File: config.mk
export PLATFORM = sky130hd
export DESIGN_NAME = tas_dpram
export DESIGN_NICKNAME = d
export VERILOG_FILES = /design/src/rtl/tas_pkg.sv /design/src/rtl/tas_mem.sv /design/src/rtl/tas_arb.sv /design/src/rtl/tas_port.sv /design/src/rtl/tas_dpram.sv
export SDC_FILE = /design/constraint.sdc
export NUM_CORES = 1
export LEC_CHECK = 0
export BUFFER_PORTS_ARGS = -buffer_cell sky130_fd_sc_hd__buf_2
export CORE_MARGIN = 4
export CORE_UTILIZATION = 24
export DETAILED_ROUTE_END_ITERATION = 6
export GPL_ROUTABILITY_DRIVEN = 0
export GPL_TIMING_DRIVEN = 0
export PLACE_DENSITY_LB_ADDON = 0.3
export SETUP_SLACK_MARGIN = 0.2
export SYNTH_ARGS = -nofsm -noshare
export SYNTH_HDL_FRONTEND = slang
export SYNTH_SLANG_ARGS = --single-unit
File: constraint.sdc
create_clock -name clk_i -period 2.9 [get_ports clk_i]
set_input_delay 0.58 -clock clk_i [delete_from_list [all_inputs] [get_ports clk_i]]
set_output_delay 0.58 -clock clk_i [all_outputs]
set_load 0.1 [all_outputs]
File: src/rtl/tas_pkg.sv
package tas_pkg;
  typedef enum logic [1:0] {
    OP_RD  = 2'b00,
    OP_WR  = 2'b01,
    OP_TAS = 2'b10,
    OP_NOP = 2'b11
  } op_e;

  localparam logic TSEL_EQ   = 1'b0;
  localparam logic TSEL_ZERO = 1'b1;
endpackage

File: src/rtl/tas_mem.sv
module tas_mem #(
  parameter int unsigned AW    = 4,
  parameter int unsigned DW    = 8,
  parameter int unsigned DEPTH = 1 << AW
) (
  input  logic                   clk_i,
  input  logic                   rst_ni,
  input  logic [1:0]             we_i,
  input  logic [1:0][AW-1:0]     waddr_i,
  input  logic [1:0][DW-1:0]     wdata_i,
  input  logic [1:0][AW-1:0]     raddr_i,
  output logic [1:0][DW-1:0]     rdata_o
);
  logic [DW-1:0] mem_q [DEPTH];

  always_ff @(posedge clk_i or negedge rst_ni) begin
    if (!rst_ni) begin
      for (int i = 0; i < DEPTH; i++) mem_q[i] <= '0;
    end else begin
      if (we_i[0]) mem_q[waddr_i[0]] <= wdata_i[0];
      if (we_i[1] && !(we_i[0] && waddr_i[0] == waddr_i[1]))
        mem_q[waddr_i[1]] <= wdata_i[1];
    end
  end

  for (genvar p = 0; p < 2; p++) begin : g_rd
    assign rdata_o[p] = mem_q[raddr_i[p]];
  end

  // arbitration never lets both ports write one word in a cycle
  a_r10_no_double_write: assert property (@(posedge clk_i) disable iff (!rst_ni)
    !(we_i[0] && we_i[1] && waddr_i[0] == waddr_i[1]));
endmodule

File: src/rtl/tas_arb.sv
module tas_arb
  import tas_pkg::*;
#(
  parameter int unsigned AW = 4
) (
  input  logic [1:0]         req_i,
  input  logic [1:0][1:0]    op_i,
  input  logic [1:0][AW-1:0] addr_i,
  input  logic [1:0]         hold_i,
  input  logic [1:0][AW-1:0] hold_addr_i,
  output logic [1:0]         ready_o,
  output logic [1:0]         grant_o,
  output logic [1:0]         refuse_o,
  output logic [1:0]         wr_go_o,
  output logic [1:0]         rd_go_o
);
  logic [1:0] tas_req, wr_req, rd_req, hit, stall;
  logic       same;

  always_comb begin
    for (int p = 0; p < 2; p++) begin
      tas_req[p] = req_i[p] && op_i[p] == OP_TAS && !hold_i[p];
      wr_req[p]  = req_i[p] && op_i[p] == OP_WR  && !hold_i[p];
      rd_req[p]  = req_i[p] && op_i[p] == OP_RD  && !hold_i[p];
      hit[p]     = hold_i[1-p] && hold_addr_i[1-p] == addr_i[p];
    end
    same = addr_i[0] == addr_i[1];
    // port 0 has priority on same-cycle contention
    refuse_o[0] = tas_req[0] && hit[0];
    grant_o[0]  = tas_req[0] && !hit[0];
    refuse_o[1] = tas_req[1] && (hit[1] || (grant_o[0] && same));
    grant_o[1]  = tas_req[1] && !refuse_o[1];
    stall[0]    = wr_req[0] && (hit[0] || (grant_o[1] && same));
    stall[1]    = wr_req[1] && (hit[1] || (grant_o[0] && same) ||
                                (wr_req[0] && !stall[0] && same));
    ready_o = ~hold_i & ~stall;
    wr_go_o = wr_req & ~stall;
    rd_go_o = rd_req;
  end
endmodule

File: src/rtl/tas_port.sv
module tas_port #(
  parameter int unsigned AW = 4,
  parameter int unsigned DW = 8
) (
  input  logic          clk_i,
  input  logic          rst_ni,
  input  logic [AW-1:0] addr_i,
  input  logic [DW-1:0] wdata_i,
  input  logic [DW-1:0] expect_i,
  input  logic          tsel_i,
  input  logic [DW-1:0] old_i,
  input  logic          grant_i,
  input  logic          refuse_i,
  input  logic          wr_go_i,
  input  logic          rd_go_i,
  output logic          hold_o,
  output logic [AW-1:0] hold_addr_o,
  output logic          we_o,
  output logic [AW-1:0] waddr_o,
  output logic [DW-1:0] wdata_o,
  output logic          rvalid_o,
  output logic [DW-1:0] rdata_o,
  output logic          pass_o,
  output logic          busy_o
);
  logic          hold_q, pass_q, rvalid_q, busy_q, test_ok;
  logic [AW-1:0] hold_addr_q;
  logic [DW-1:0] set_q, rdata_q;

  assign test_ok = tsel_i ? (old_i == '0) : (old_i == expect_i);

  always_ff @(posedge clk_i or negedge rst_ni) begin
    if (!rst_ni) begin
      hold_q      <= 1'b0;
      hold_addr_q <= '0;
      set_q       <= '0;
      pass_q      <= 1'b0;
      rvalid_q    <= 1'b0;
      rdata_q     <= '0;
      busy_q      <= 1'b0;
    end else begin
      hold_q   <= grant_i;
      pass_q   <= grant_i && test_ok;
      rvalid_q <= grant_i || rd_go_i;
      rdata_q  <= (grant_i || rd_go_i) ? old_i : '0;
      busy_q   <= refuse_i;
      if (grant_i) begin
        hold_addr_q <= addr_i;
        set_q       <= wdata_i;
      end
    end
  end

  assign hold_o      = hold_q;
  assign hold_addr_o = hold_addr_q;
  assign we_o        = (hold_q && pass_q) || wr_go_i;
  assign waddr_o     = hold_q ? hold_addr_q : addr_i;
  assign wdata_o     = hold_q ? set_q : wdata_i;
  assign rvalid_o    = rvalid_q;
  assign rdata_o     = rdata_q;
  assign pass_o      = pass_q;
  assign busy_o      = busy_q;

  a_r2_hold_two_cycles: assert property (@(posedge clk_i) disable iff (!rst_ni)
    hold_q |=> !hold_q);
  a_r5_busy_no_data: assert property (@(posedge clk_i) disable iff (!rst_ni)
    busy_q |-> !rvalid_q);
  a_r3_pass_only_tas: assert property (@(posedge clk_i) disable iff (!rst_ni)
    pass_q |-> (hold_q && rvalid_q));
  a_r4_fail_no_write: assert property (@(posedge clk_i) disable iff (!rst_ni)
    (hold_q && !pass_q) |-> !we_o);
endmodule

File: src/rtl/tas_dpram.sv
module tas_dpram
  import tas_pkg::*;
#(
  parameter int unsigned AW = 4,
  parameter int unsigned DW = 8
) (
  input  logic               clk_i,
  input  logic               rst_ni,
  input  logic [1:0]         req_i,
  input  logic [1:0][1:0]    op_i,
  input  logic [1:0][AW-1:0] addr_i,
  input  logic [1:0][DW-1:0] wdata_i,
  input  logic [1:0][DW-1:0] expect_i,
  input  logic [1:0]         tsel_i,
  output logic [1:0]         ready_o,
  output logic [1:0]         rvalid_o,
  output logic [1:0][DW-1:0] rdata_o,
  output logic [1:0]         pass_o,
  output logic [1:0]         busy_o
);
  localparam int unsigned DEPTH = 1 << AW;

  logic [1:0]         hold, grant, refuse, wr_go, rd_go, we;
  logic [1:0][AW-1:0] hold_addr, waddr;
  logic [1:0][DW-1:0] wdat, rd_word;

  tas_arb #(.AW(AW)) i_arb (
    .req_i, .op_i, .addr_i,
    .hold_i(hold), .hold_addr_i(hold_addr),
    .ready_o, .grant_o(grant), .refuse_o(refuse),
    .wr_go_o(wr_go), .rd_go_o(rd_go)
  );

  tas_mem #(.AW(AW), .DW(DW), .DEPTH(DEPTH)) i_mem (
    .clk_i, .rst_ni,
    .we_i(we), .waddr_i(waddr), .wdata_i(wdat),
    .raddr_i(addr_i), .rdata_o(rd_word)
  );

  for (genvar p = 0; p < 2; p++) begin : g_port
    tas_port #(.AW(AW), .DW(DW)) i_port (
      .clk_i, .rst_ni,
      .addr_i(addr_i[p]), .wdata_i(wdata_i[p]), .expect_i(expect_i[p]),
      .tsel_i(tsel_i[p]), .old_i(rd_word[p]),
      .grant_i(grant[p]), .refuse_i(refuse[p]),
      .wr_go_i(wr_go[p]), .rd_go_i(rd_go[p]),
      .hold_o(hold[p]), .hold_addr_o(hold_addr[p]),
      .we_o(we[p]), .waddr_o(waddr[p]), .wdata_o(wdat[p]),
      .rvalid_o(rvalid_o[p]), .rdata_o(rdata_o[p]),
      .pass_o(pass_o[p]), .busy_o(busy_o[p])
    );

    // the other port never writes into a held word
    a_r10_hold_blocks_write: assert property (@(posedge clk_i) disable iff (!rst_ni)
      (hold[p] && we[1-p]) |-> waddr[1-p] != hold_addr[p]);
  end

  a_r5_single_owner: assert property (@(posedge clk_i) disable iff (!rst_ni)
    (hold[0] && hold[1]) |-> hold_addr[0] != hold_addr[1]);

  a_r6_port0_wins: assert property (@(posedge clk_i) disable iff (!rst_ni)
    (req_i == 2'b11 && op_i[0] == OP_TAS && op_i[1] == OP_TAS &&
     addr_i[0] == addr_i[1] && hold == 2'b00) |=> (rvalid_o[0] && busy_o[1]));

  a_r7_disjoint_no_busy: assert property (@(posedge clk_i) disable iff (!rst_ni)
    (req_i == 2'b11 && op_i[0] == OP_TAS && op_i[1] == OP_TAS &&
     addr_i[0] != addr_i[1] && hold == 2'b00) |=> (busy_o == 2'b00 && rvalid_o == 2'b11));
endmodule

==> flow_summary.ini <==
[final_layout]
multi_input_area_mm2 = 0.00683
nFillCells = 4668
stdcell_area_mm2 = 0.0144
synthToLayoutAreaGrowth_pct = 26.1
diodes = 0
final_nets = 1131
layout-drive-gt1-share = 0.338
finish.utilization = 0.307
seqCellArea_mm2 = 0.00441

[power]
clock_power_share = 0.263
vdd_ir_drop_max_v = 0.000419
p_int_uw = 5890
p_per_area_mw_per_mm2 = 647
p_switching_uw = 3400
swShare = 0.366
leakagePower_uw = 0.00579
pwr-share-comb = 0.334
p_total_uw = 9290
seqPwrFrac = 0.403

[setup_path]
path_buf_inv = 3
cp_data_arrival_time_ns = 2.29
crit_type = reg -> out
critPathTopFamily = flip-flops
r2r_end = i_mem.mem_q[63]$_DFF_PN0_
r2r_cells = 11
r2r_slack_ns = 0.23
reg2reg_from = g_port[1].i_port.hold_addr_o[2]$_DFFE_PN0P_
max_stage_delay_ns = 0.52
crit_required_ns = 2.32
slowest_stage = dfrtp_1
path_cells = xnor2_2 > nand3_2 > nand3_4 > inv_8 > a21oi_4 > buf_8 > nand2_4 > nand2_4 > a21oi_4 > buf_12
critPathCaptureType = primary output
cp-start-kind = flip-flop
crit_fanout = 6

[drt]
first_iter_violations = 802
wl_per_cell_um = 25.1
ant_nets = 0
routed_wl_um = 42600
dr.pass1.iters = 5
routed_via_density = 5.15
vias = 8753
drc = 0

[place]
place_hpwl_um = 28800
port_buffers = 67
dpl-instance-area_mm2 = 0.0126

[global_routing]
grt_max_degree = 98
antenna_found_initial = 0
grt_util_all_layers = 0.164
grt_pass1_vias = 8749
grt_pass1_wl_um = 61400
grt.overflow.total = 0

[floorplanning]
die_w_um = 226
rows = 79
io_pins = 74
fp.dieH_um = 226
core_area_mm2 = 0.0468
dieArea_mm2 = 0.0510
start_util = 0.243

[sta]
finClkSkew_ns = 0.0182
hold_viol_final = 0
setup_violations = 0
tightest_slew_ns = 1.11
max_slew_margin = 0.257
hold_ws_ns = 0.166
post-route-period-util = 0.991
slew_violations = 0
rsz0062_at_grt = yes
max_freq_mhz = 348
fin_crit_ns = 2.87

[cts]
cts_buffer_depth = 2
h-tree-depth = 4
clk-insertion-delay-late_ns = 0.46
clkSlewWorstSetupHoldPaths_ns = 0.08
cts.sinks = 176
cts_tree = yes
hold_buffers = 0
cts_buffers = 17
cts-root-buf = clkbuf_16

[yosys]
syn-num-nets = 991
synth.distinct_cells = 56
synth_top_cells_by_area = dfrtp_1, mux2i_1, mux4_2
synthTopCellsByCount = mux2i_1, dfrtp_1, nand2_1
synth_most_common_cell = mux2i_1
synth_top_cell_by_area = dfrtp_1
synthFlopType = dfrtp_1
ys_warn_count = 0
synthCells = 941
synth_edf_count = 0
netlist_area_mm2 = 0.0114
ys_ff_latch = 176
async_flop_share = 1.00
ys_seq_area_frac = 0.387
syn_area_per_cell_um2 = 12.1
yosysTopAreaCellShare = 0.387

[status]
status = completed

[worst_hold_path]
hold_path.class = in -> async

[flow_run]
drv_cap = 0
worst max path at each step:
| stage | from | end | depth (start not counted) |
|---|---|---|---|
| 2_1_floorplan | addr_i[0] | ready_o[1] | 8 |
| 3_3_place_gp | rst_ni | g_port[0].i_port.set_q[1]$_DFFE_PN0P_ | 1 |
| 6_report | g_port[1].i_port.hold_addr_o[2]$_DFFE_PN0P_ | ready_o[0] | 10 |
| 5_1_grt | g_port[1].i_port.hold_addr_o[2]$_DFFE_PN0P_ | ready_o[0] | 10 |
| 4_1_cts | g_port[1].i_port.hold_addr_o[3]$_DFFE_PN0P_ | ready_o[0] | 12 |
| 3_5_place_dp | addr_i[1] | i_mem.mem_q[5]$_DFF_PN0_ | 10 |
repair_timing:
| action | in CTS | in global routing |
|---|---|---|
| setup endpoints to repair | 139 | 132 |
| pin swaps | 27 | 21 |
| hold endpoints to repair | 0 | 0 |
| gates resized for setup | 73 | 53 |
| cloned | 0 | 1 |
| buffers inserted | 34 | 18 |
power by group through the flow:
| stage | registers [uW] | clock network, uW | logic [uW] |
|---|---|---|---|
| 6_report | 3750 | 2440 | 3100 |
| 5_1_grt | 3840 | 2580 | 3340 |
| 4_1_cts | 3740 | 2480 | 3010 |
| 3_5_place_dp | 3770 | 0 | 2890 |
| 3_3_place_gp | 3760 | 0 | 2830 |
| 2_1_floorplan | 3710 | 0 | 2030 |
registers in the layout, indices dropped and copies added, names as in the netlist:
| name | flops |
|---|---|
| i_mem.mem_q | 128 |
| g_port.i_port.busy_o | 2 |
| g_port.i_port.set_q | 16 |
| g_port.i_port.hold_addr_o | 8 |
| g_port.i_port.hold_o | 2 |
| g_port.i_port.rdata_o | 16 |
| g_port.i_port.rvalid_o | 2 |
| g_port.i_port.pass_o | 2 |
layout by cell type (no fill, tap or decap), types with 5 or more instances in the layout:
cell       Yosys  layout
mux2i_1      292     283
dfrtp_1      176     174
nand2_1       76      74
buf_2         21      69
mux4_2        62      62
buf_4         14      44
nor2_1        32      32
buf_12         0      31
mux2_2        25      25
xor2_1        21      20
xnor2_1       19      18
clkbuf_16      0      18
nor3_4        10      16
o21ai_0       20      15
clkbuf_1      26      14
inv_1         13      13
a21oi_1       13      11
clkbuf_4       0      10
clkbuf_2       5      10
buf_6          3       9
nor2_4         9       9
nand3_1        8       7
nor3_1         7       6
nor3b_1        8       6
nor2b_1        6       6
mux2i_2        0       6
nand4_1        5       5
kinds of logic after synthesis:
family,synth area share
flip-flops,0.387
AND/OR/NAND/NOR,0.0993
multiplexers,0.404
buffers and inverters,0.0385
XOR/XNOR,0.0308
AO/OA/AOI/OAI,0.0405
layer usage:
metal | track usage | vias to the layer above | part of all wire | wire [um]
met1 | 0.228 | 4627 | 0.45 | 19100
met3 | 0.0253 | 57 | 0.050 | 2150
met2 | 0.266 | 298 | 0.48 | 20400
li1 | - | 3771 | - | -
met5 | 0 | - | 0 | 0
met4 | 0.0456 | 0 | 0.024 | 1020
area by class of cell:
cell class | instances | area share
Inverter | 15 | 0.00444
Sequential cell | 176 | 0.307
Clock inverter | 14 | 0.0118
Multi-Input combinational cell | 677 | 0.476
Timing Repair Buffer | 121 | 0.0802
Buffer | 73 | 0.0374
Clock buffer | 18 | 0.0306
Tap cell | 607 | 0.0529
through the flow:
step / setup slack (ns) / setup TNS [ns] / std cells
finish: 0.0257 / 0 / 1701
global route: -0.0688 / -0.0923 / 1701
CTS: -0.0608 / -0.0608 / 1682
detailed placement: -1.06 / -97.61 / 1616
global placement: -1.88 / -421.51 / 1615
floorplan: 0.0771 / 0 / 941
(Power assumes the default switching activity.)
